$ cat config.mk
export PLATFORM = sky130hd
export DESIGN_NAME = xop_exec
export DESIGN_NICKNAME = d
export VERILOG_FILES = /design/src/rtl/xop_pkg.sv /design/src/rtl/xop_route.sv /design/src/rtl/xop_regfile.sv /design/src/rtl/xop_dmem.sv /design/src/rtl/xop_exec.sv
export SDC_FILE = /design/constraint.sdc
export NUM_CORES = 2
export LEC_CHECK = 0
export BUFFER_PORTS_ARGS = -buffer_cell sky130_fd_sc_hd__buf_2
export CORE_ASPECT_RATIO = 1.5
export CORE_UTILIZATION = 45
export DETAILED_ROUTE_END_ITERATION = 8
export PLACE_DENSITY = 0.57
export SLEW_MARGIN = 10
export SYNTH_ARGS = -nofsm -noshare
export SYNTH_HDL_FRONTEND = slang
export SYNTH_MEMORY_MAX_BITS = 65536
export SYNTH_SLANG_ARGS = --single-unit
$ cat constraint.sdc
create_clock -name clk -period 18.55 [get_ports clk]
set_clock_uncertainty 0.15 [all_clocks]
set_input_delay 1.855 -clock clk [delete_from_list [all_inputs] [get_ports clk]]
set_output_delay 1.855 -clock clk [all_outputs]
set_load 0.02 [all_outputs]
$ cat src/rtl/xop_pkg.sv
package xop_pkg;
  typedef enum logic [1:0] {OPK_REG = 2'd0, OPK_MEM = 2'd1, OPK_ACC = 2'd2} opk_t;
  typedef enum logic [2:0] {
    FMT_THREE = 3'd0, FMT_TWO = 3'd1, FMT_ONEHALF = 3'd2, FMT_ONE = 3'd3
  } fmt_t;
  typedef enum logic [2:0] {
    S_IDLE, S_OPA, S_OPA_W, S_OPB, S_OPB_W, S_WB
  } xst_t;
endpackage

$ cat src/rtl/xop_route.sv
module xop_route
  import xop_pkg::*;
#(
  parameter int MAW = 8
) (
  input  logic [2:0]     fmt,
  input  logic           a_mem,
  input  logic [MAW-1:0] a_addr,
  input  logic           b_mem,
  input  logic [MAW-1:0] b_addr,
  input  logic           c_mem,
  input  logic [MAW-1:0] c_addr,
  output logic           fmt_ok,
  output opk_t           sa_kind,
  output logic [MAW-1:0] sa_addr,
  output opk_t           sb_kind,
  output logic [MAW-1:0] sb_addr,
  output opk_t           d_kind,
  output logic [MAW-1:0] d_addr
);
  opk_t ka, kb, kc;
  assign ka = a_mem ? OPK_MEM : OPK_REG;
  assign kb = b_mem ? OPK_MEM : OPK_REG;
  assign kc = c_mem ? OPK_MEM : OPK_REG;

  always_comb begin
    fmt_ok  = 1'b1;
    sa_kind = ka;  sa_addr = a_addr;
    sb_kind = kb;  sb_addr = b_addr;
    d_kind  = kc;  d_addr  = c_addr;
    case (fmt)
      FMT_THREE: ;
      FMT_TWO: begin
        d_kind = kb;  d_addr = b_addr;
      end
      FMT_ONEHALF: begin
        sa_kind = OPK_MEM;
        sb_kind = OPK_REG;
        d_kind  = OPK_REG;  d_addr = b_addr;
      end
      FMT_ONE: begin
        sb_kind = OPK_ACC;  sb_addr = '0;
        d_kind  = OPK_ACC;  d_addr  = '0;
      end
      default: fmt_ok = 1'b0;
    endcase
  end
endmodule

$ cat src/rtl/xop_regfile.sv
module xop_regfile #(
  parameter int DW       = 16,
  parameter int NREG     = 8,
  parameter int REG_STEP = 32'h1357,
  localparam int RAW     = $clog2(NREG)
) (
  input  logic           clk,
  input  logic           rst_n,
  input  logic [RAW-1:0] rd_idx,
  output logic [DW-1:0]  rd_data,
  input  logic           we,
  input  logic [RAW-1:0] wr_idx,
  input  logic [DW-1:0]  wr_data
);
  logic [DW-1:0] r_q [NREG];

  always_ff @(posedge clk) begin
    for (int i = 0; i < NREG; i++) begin
      if (!rst_n)
        r_q[i] <= DW'(REG_STEP * (i + 1));
      else if (we && wr_idx == RAW'(i))
        r_q[i] <= wr_data;
    end
  end

  assign rd_data = r_q[rd_idx];
endmodule

$ cat src/rtl/xop_dmem.sv
module xop_dmem #(
  parameter int DW     = 16,
  parameter int MDEPTH = 256,
  localparam int MAW   = $clog2(MDEPTH)
) (
  input  logic           clk,
  input  logic [MAW-1:0] addr,
  input  logic           we,
  input  logic [DW-1:0]  wdata,
  output logic [DW-1:0]  rdata
);
  logic [DW-1:0] m_q [MDEPTH];

  always_ff @(posedge clk) begin
    if (we) m_q[addr] <= wdata;
    rdata <= m_q[addr];
  end
endmodule

$ cat src/rtl/xop_exec.sv
module xop_exec
  import xop_pkg::*;
#(
  parameter int DW       = 16,
  parameter int NREG     = 8,
  parameter int MDEPTH   = 256,
  parameter int REG_STEP = 32'h1357,
  localparam int RAW     = $clog2(NREG),
  localparam int MAW     = $clog2(MDEPTH)
) (
  input  logic           clk,
  input  logic           rst_n,
  input  logic           in_valid,
  output logic           in_ready,
  input  logic [2:0]     in_fmt,
  input  logic           in_move,
  input  logic           in_a_mem,
  input  logic [MAW-1:0] in_a_addr,
  input  logic           in_b_mem,
  input  logic [MAW-1:0] in_b_addr,
  input  logic           in_c_mem,
  input  logic [MAW-1:0] in_c_addr,
  output logic           done,
  output logic           illegal,
  output logic [DW-1:0]  res_data,
  output logic           res_is_mem,
  output logic           res_is_acc,
  output logic [MAW-1:0] res_addr,
  output logic           carry,
  output logic [DW-1:0]  acc
);
  xst_t state_q;
  logic mv_q;
  opk_t sa_kind_q, sb_kind_q, d_kind_q;
  logic [MAW-1:0] sa_addr_q, sb_addr_q, d_addr_q;
  logic [DW-1:0] opa_q, opb_q, acc_q;
  logic carry_q;

  // operand routing on the offered instruction
  logic fmt_ok;
  opk_t sa_kind, sb_kind, d_kind;
  logic [MAW-1:0] sa_addr, sb_addr, d_addr;

  xop_route #(.MAW(MAW)) u_route (
    .fmt(in_fmt), .a_mem(in_a_mem), .a_addr(in_a_addr),
    .b_mem(in_b_mem), .b_addr(in_b_addr), .c_mem(in_c_mem), .c_addr(in_c_addr),
    .fmt_ok(fmt_ok), .sa_kind(sa_kind), .sa_addr(sa_addr),
    .sb_kind(sb_kind), .sb_addr(sb_addr), .d_kind(d_kind), .d_addr(d_addr)
  );

  // adder / move result
  logic [DW:0]   sum_w;
  logic [DW-1:0] result;
  assign sum_w  = {1'b0, opa_q} + {1'b0, opb_q};
  assign result = mv_q ? opa_q : sum_w[DW-1:0];

  // register file port
  logic [RAW-1:0] rf_rd_idx;
  logic [DW-1:0]  rf_rdata;
  logic           rf_we;
  assign rf_rd_idx = (state_q == S_OPA) ? sa_addr_q[RAW-1:0] : sb_addr_q[RAW-1:0];
  assign rf_we     = (state_q == S_WB) && (d_kind_q == OPK_REG);

  xop_regfile #(.DW(DW), .NREG(NREG), .REG_STEP(REG_STEP)) u_rf (
    .clk(clk), .rst_n(rst_n), .rd_idx(rf_rd_idx), .rd_data(rf_rdata),
    .we(rf_we), .wr_idx(d_addr_q[RAW-1:0]), .wr_data(result)
  );

  // data memory: one access per cycle, address chosen by phase
  logic [MAW-1:0] mem_addr;
  logic           mem_we;
  logic [DW-1:0]  mem_rdata;
  always_comb begin
    case (state_q)
      S_OPA:   mem_addr = sa_addr_q;
      S_OPB:   mem_addr = sb_addr_q;
      default: mem_addr = d_addr_q;
    endcase
  end
  assign mem_we = (state_q == S_WB) && (d_kind_q == OPK_MEM);

  xop_dmem #(.DW(DW), .MDEPTH(MDEPTH)) u_mem (
    .clk(clk), .addr(mem_addr), .we(mem_we), .wdata(result), .rdata(mem_rdata)
  );

  // sequencer
  always_ff @(posedge clk) begin
    if (!rst_n) begin
      state_q    <= S_IDLE;
      mv_q       <= 1'b0;
      sa_kind_q  <= OPK_REG;  sb_kind_q <= OPK_REG;  d_kind_q <= OPK_REG;
      sa_addr_q  <= '0;       sb_addr_q <= '0;       d_addr_q <= '0;
      opa_q      <= '0;       opb_q     <= '0;
      acc_q      <= '0;
      carry_q    <= 1'b0;
      done       <= 1'b0;
      illegal    <= 1'b0;
      res_data   <= '0;
      res_is_mem <= 1'b0;
      res_is_acc <= 1'b0;
      res_addr   <= '0;
    end else begin
      done    <= 1'b0;
      illegal <= 1'b0;
      case (state_q)
        S_IDLE: if (in_valid) begin
          if (fmt_ok) begin
            mv_q      <= in_move;
            sa_kind_q <= sa_kind;  sa_addr_q <= sa_addr;
            sb_kind_q <= sb_kind;  sb_addr_q <= sb_addr;
            d_kind_q  <= d_kind;   d_addr_q  <= d_addr;
            state_q   <= S_OPA;
          end else begin
            illegal <= 1'b1;
          end
        end
        S_OPA: begin
          if (sa_kind_q == OPK_MEM) state_q <= S_OPA_W;
          else begin
            opa_q   <= rf_rdata;
            state_q <= S_OPB;
          end
        end
        S_OPA_W: begin
          opa_q   <= mem_rdata;
          state_q <= S_OPB;
        end
        S_OPB: begin
          if (mv_q) state_q <= S_WB;
          else begin
            case (sb_kind_q)
              OPK_MEM: state_q <= S_OPB_W;
              OPK_ACC: begin opb_q <= acc_q;    state_q <= S_WB; end
              default: begin opb_q <= rf_rdata; state_q <= S_WB; end
            endcase
          end
        end
        S_OPB_W: begin
          opb_q   <= mem_rdata;
          state_q <= S_WB;
        end
        S_WB: begin
          if (d_kind_q == OPK_ACC) acc_q <= result;
          if (!mv_q) carry_q <= sum_w[DW];
          res_data   <= result;
          res_is_mem <= (d_kind_q == OPK_MEM);
          res_is_acc <= (d_kind_q == OPK_ACC);
          res_addr   <= d_addr_q;
          done       <= 1'b1;
          state_q    <= S_IDLE;
        end
        default: state_q <= S_IDLE;
      endcase
    end
  end

  assign in_ready = (state_q == S_IDLE);
  assign acc      = acc_q;
  assign carry    = carry_q;
endmodule

==> qor.txt <==
# Post-CTS Setup Buffers: 0
Rows: 276
type of the worst min-delay path: reg -> reg
CP max stage cell: dfxtp_1
first-pass GRT wire length: 704000 microns
Initial Util: 45.2%
area share of the largest cell type after synthesis: 74.5%
drt initial violations: 11.5k
Post-CTS Resized: 0
Crit path largest cell delay: 0.91 ns
mean routed wirelength per cell: 30.4 microns
final setup violation count: 0
Pre-antenna DRT Iters: 6
R2R Setup Slk: 11.18 ns
area of the core region: 377000 sq um
vias in the first global route: 95.9k
final core utilization: 50.7%
Synth Cell Area: 170000 sq um
run status: completed
startpoint types: flop
CTS max path bufs: 4
die area: 381000 sq um
PnR Total Power: 27900 uW
worst slew pin tran: 1.38 ns
period utilization: 39.7%
CTS tree: yes
# hold bufs at CTS: 0
antenna violations before repair: 19
syn_nets: 10.8k
DR top layer: met5
Worst VDD drop: 0.000176 V
M1 WL: 183000 microns
Root Driver: clkbuf_16
Mapped Cells: 10.7k
Filler cells: 30.7k
crit end category: flop
layout cell share with drive strength beyond 1: 14.5%
RSZ-0062 raised after global routing: no
Static Leak: 0.0656 uW
dominant cell type by area after synthesis: edfxtp_1
Skew-Pair Late Insertion Delay: 0.98 ns
Routed met3 length: 34800 microns
Reg clk slew, reported paths: 0.07 ns
Worst Path Arrival: 8.01 ns
I/O pins: 80
worst-path fanout max: 104
max_cap viols: 0
chip height: 756 microns
total track usage: 25.6%
fmax: 0.136 GHz
Vias/cell: 5.98
Congestion Overflow GR: 0
PortBufs: 79
ys async rst share: 0%
flops & latches, synth: 4349
Post-synth EDFFs: 4224
Yosys Warn Count: 0
DR DRC count: 0
largest net degree at the start of global routing: 176
pre-CTS WS: 11.19 ns
RePlAce Congestion: 0.883
H-tree Lvls: 5
Synth cell types: 65
Main synth FF type: edfxtp_1
Routed Antenna Nets: 0
DP HPWL: 295000 microns
WP data required: 19.20 ns
Hold Violations, Final: 0
DRT Wirelength: 496000 microns
Mapped Avg Cell Area: 15.9 sq um
Setup CP Type: reg -> reg
Max-slew headroom: 7.88%
met2 routed WL: 247000 microns
Final Critical Period: 7.37 ns
vias: 97.4k
Num Clock Sinks: 4349
Post-synth top cells: edfxtp_1 (4224), nand2_1 (1840), nand3_1 (1045)
most frequent cell after synthesis: edfxtp_1
Final TNS setup: 0 ns
Final Max Tran Viols: 0
CP cell instances: mux2_2, mux2i_4, buf_12, buf_4, buf_4, buf_4, buf_4, mux2i_1, a32oi_1, o2111ai_1, nand4_1, nor4_1, buf_4, nand4_1
most used cell, CP: buf_4
area grow syn2layout: 12.2%
Final Net Count: 11.0k
min setup slack post-route: 11.18 ns
width of the die: 504 microns
top cells by area, synth: edfxtp_1 (74%), mux4_2 (5.4%), nand2_1 (4.1%)
PwrDens: 146 nW/um^2
Num CTS Buffers: 399
sequential-to-total area share from yosys stat: 75.9%
==> worst paths after layout <==
path	depth (start not counted)	endpoint	from
max reg2reg	14	u_mem.rdata[0]$_DFF_P_	state_q[1]$_SDFFE_PN0P_
min reg2reg	2	res_addr[2]$_SDFFE_PN0P_	res_addr[2]$_SDFFE_PN0P_
max	14	u_mem.rdata[0]$_DFF_P_	state_q[1]$_SDFFE_PN0P_
min	2	res_addr[2]$_SDFFE_PN0P_	res_addr[2]$_SDFFE_PN0P_
==> metal layers <==
metal	up-vias	GRT usage, %
met5	-	0
met4	6	14.0
met3	860	3.55
met2	4242	43.5
met1	50534	31.6
li1	41720	-
==> cell usage in the layout, fill, tap and decap left out, drive strengths merged, types with 4 or more instances in the layout <==
master	synthesis	layout
edfxtp	4224	4224
nand2	1840	1840
nand3	1045	1045
nor2	668	668
mux2i	597	597
buf	318	532
clkbuf	362	500
mux4	408	408
a32oi	273	273
clkinv	0	166
nand4	141	141
a21oi	128	128
dfxtp	125	125
o21ai	70	70
a22oi	63	63
o2111ai	61	61
a211oi	43	43
inv	27	41
and3	40	40
bufinv	0	37
nor3	34	34
a41oi	31	31
a221oi	24	24
a31oi	21	21
nor2b	20	20
mux2	19	19
nor4	19	19
ha	16	16
clkinvlp	0	14
nand2b	11	11
xnor2	8	8
and2	7	7
nor3b	6	6
xor2	5	5
or3	5	5
diode	0	4
or2	4	4
o21bai	4	4
o211ai	4	4
==> area by class of cell <==
type | instances | area [sq um] | area share [%]
antenna | 4 | 10.0 | 0.00524
clock buffer | 500 | 10700 | 5.61
clock inverter | 231 | 2170 | 1.14
inverter | 27 | 221 | 0.116
multi-input combinational | 5647 | 38400 | 20.1
sequential | 4349 | 129000 | 67.7
tap | 5004 | 6260 | 3.28
timing repair buffer | 532 | 3980 | 2.09
==> logic make-up after synthesis <==
group | count (synthesis) | synth area share (%)
AOI/OAI and AO/OA | 744 | 3.28
xor gates and xnor gates | 13 | 0.0668
DFF | 4349 | 75.9
and+or+nand+nor | 3849 | 9.69
adders and majority gates | 17 | 0.129
muxes | 1024 | 9.04
buffers and inverters | 707 | 1.85
==> flip-flops by register name, indices dropped and copies added (netlist names), 3 cells and up <==
name         flops
sa_addr_q        8
acc             16
opb_q           16
u_rf.r_q       128
state_q          3
opa_q           16
res_addr         8
u_mem.rdata     16
res_data        16
sb_addr_q        8
d_addr_q         8
u_mem.m_q     4096
==> where the power goes <==
part / switching, uW / total, uW / internal, uW
clock: 3630 / 8240 / 4610
sequential: 126 / 13100 / 13000
combinational: 5140 / 6530 / 1380
==> metrics by stage <==
stage,cells,instance area [sq um],hold slack (ns)
global route,16291,191000,0.321
global placement,15559,178000,0.292
CTS,16290,191000,0.305
finish,16294,191000,0.301
detailed placement,15559,178000,0.296
floorplan,10703,170000,0.278
==> worst max-delay path: cells and delay by family, from the launching register on <==
kind,cells,cell delay (ns)
buffers and inverters,6,3.20
and+or+nand+nor,3,1.44
muxes,3,0.94
DFF,1,0.91
AOI/OAI and AO/OA,2,0.34
Power figures use the tool's default switching activity.
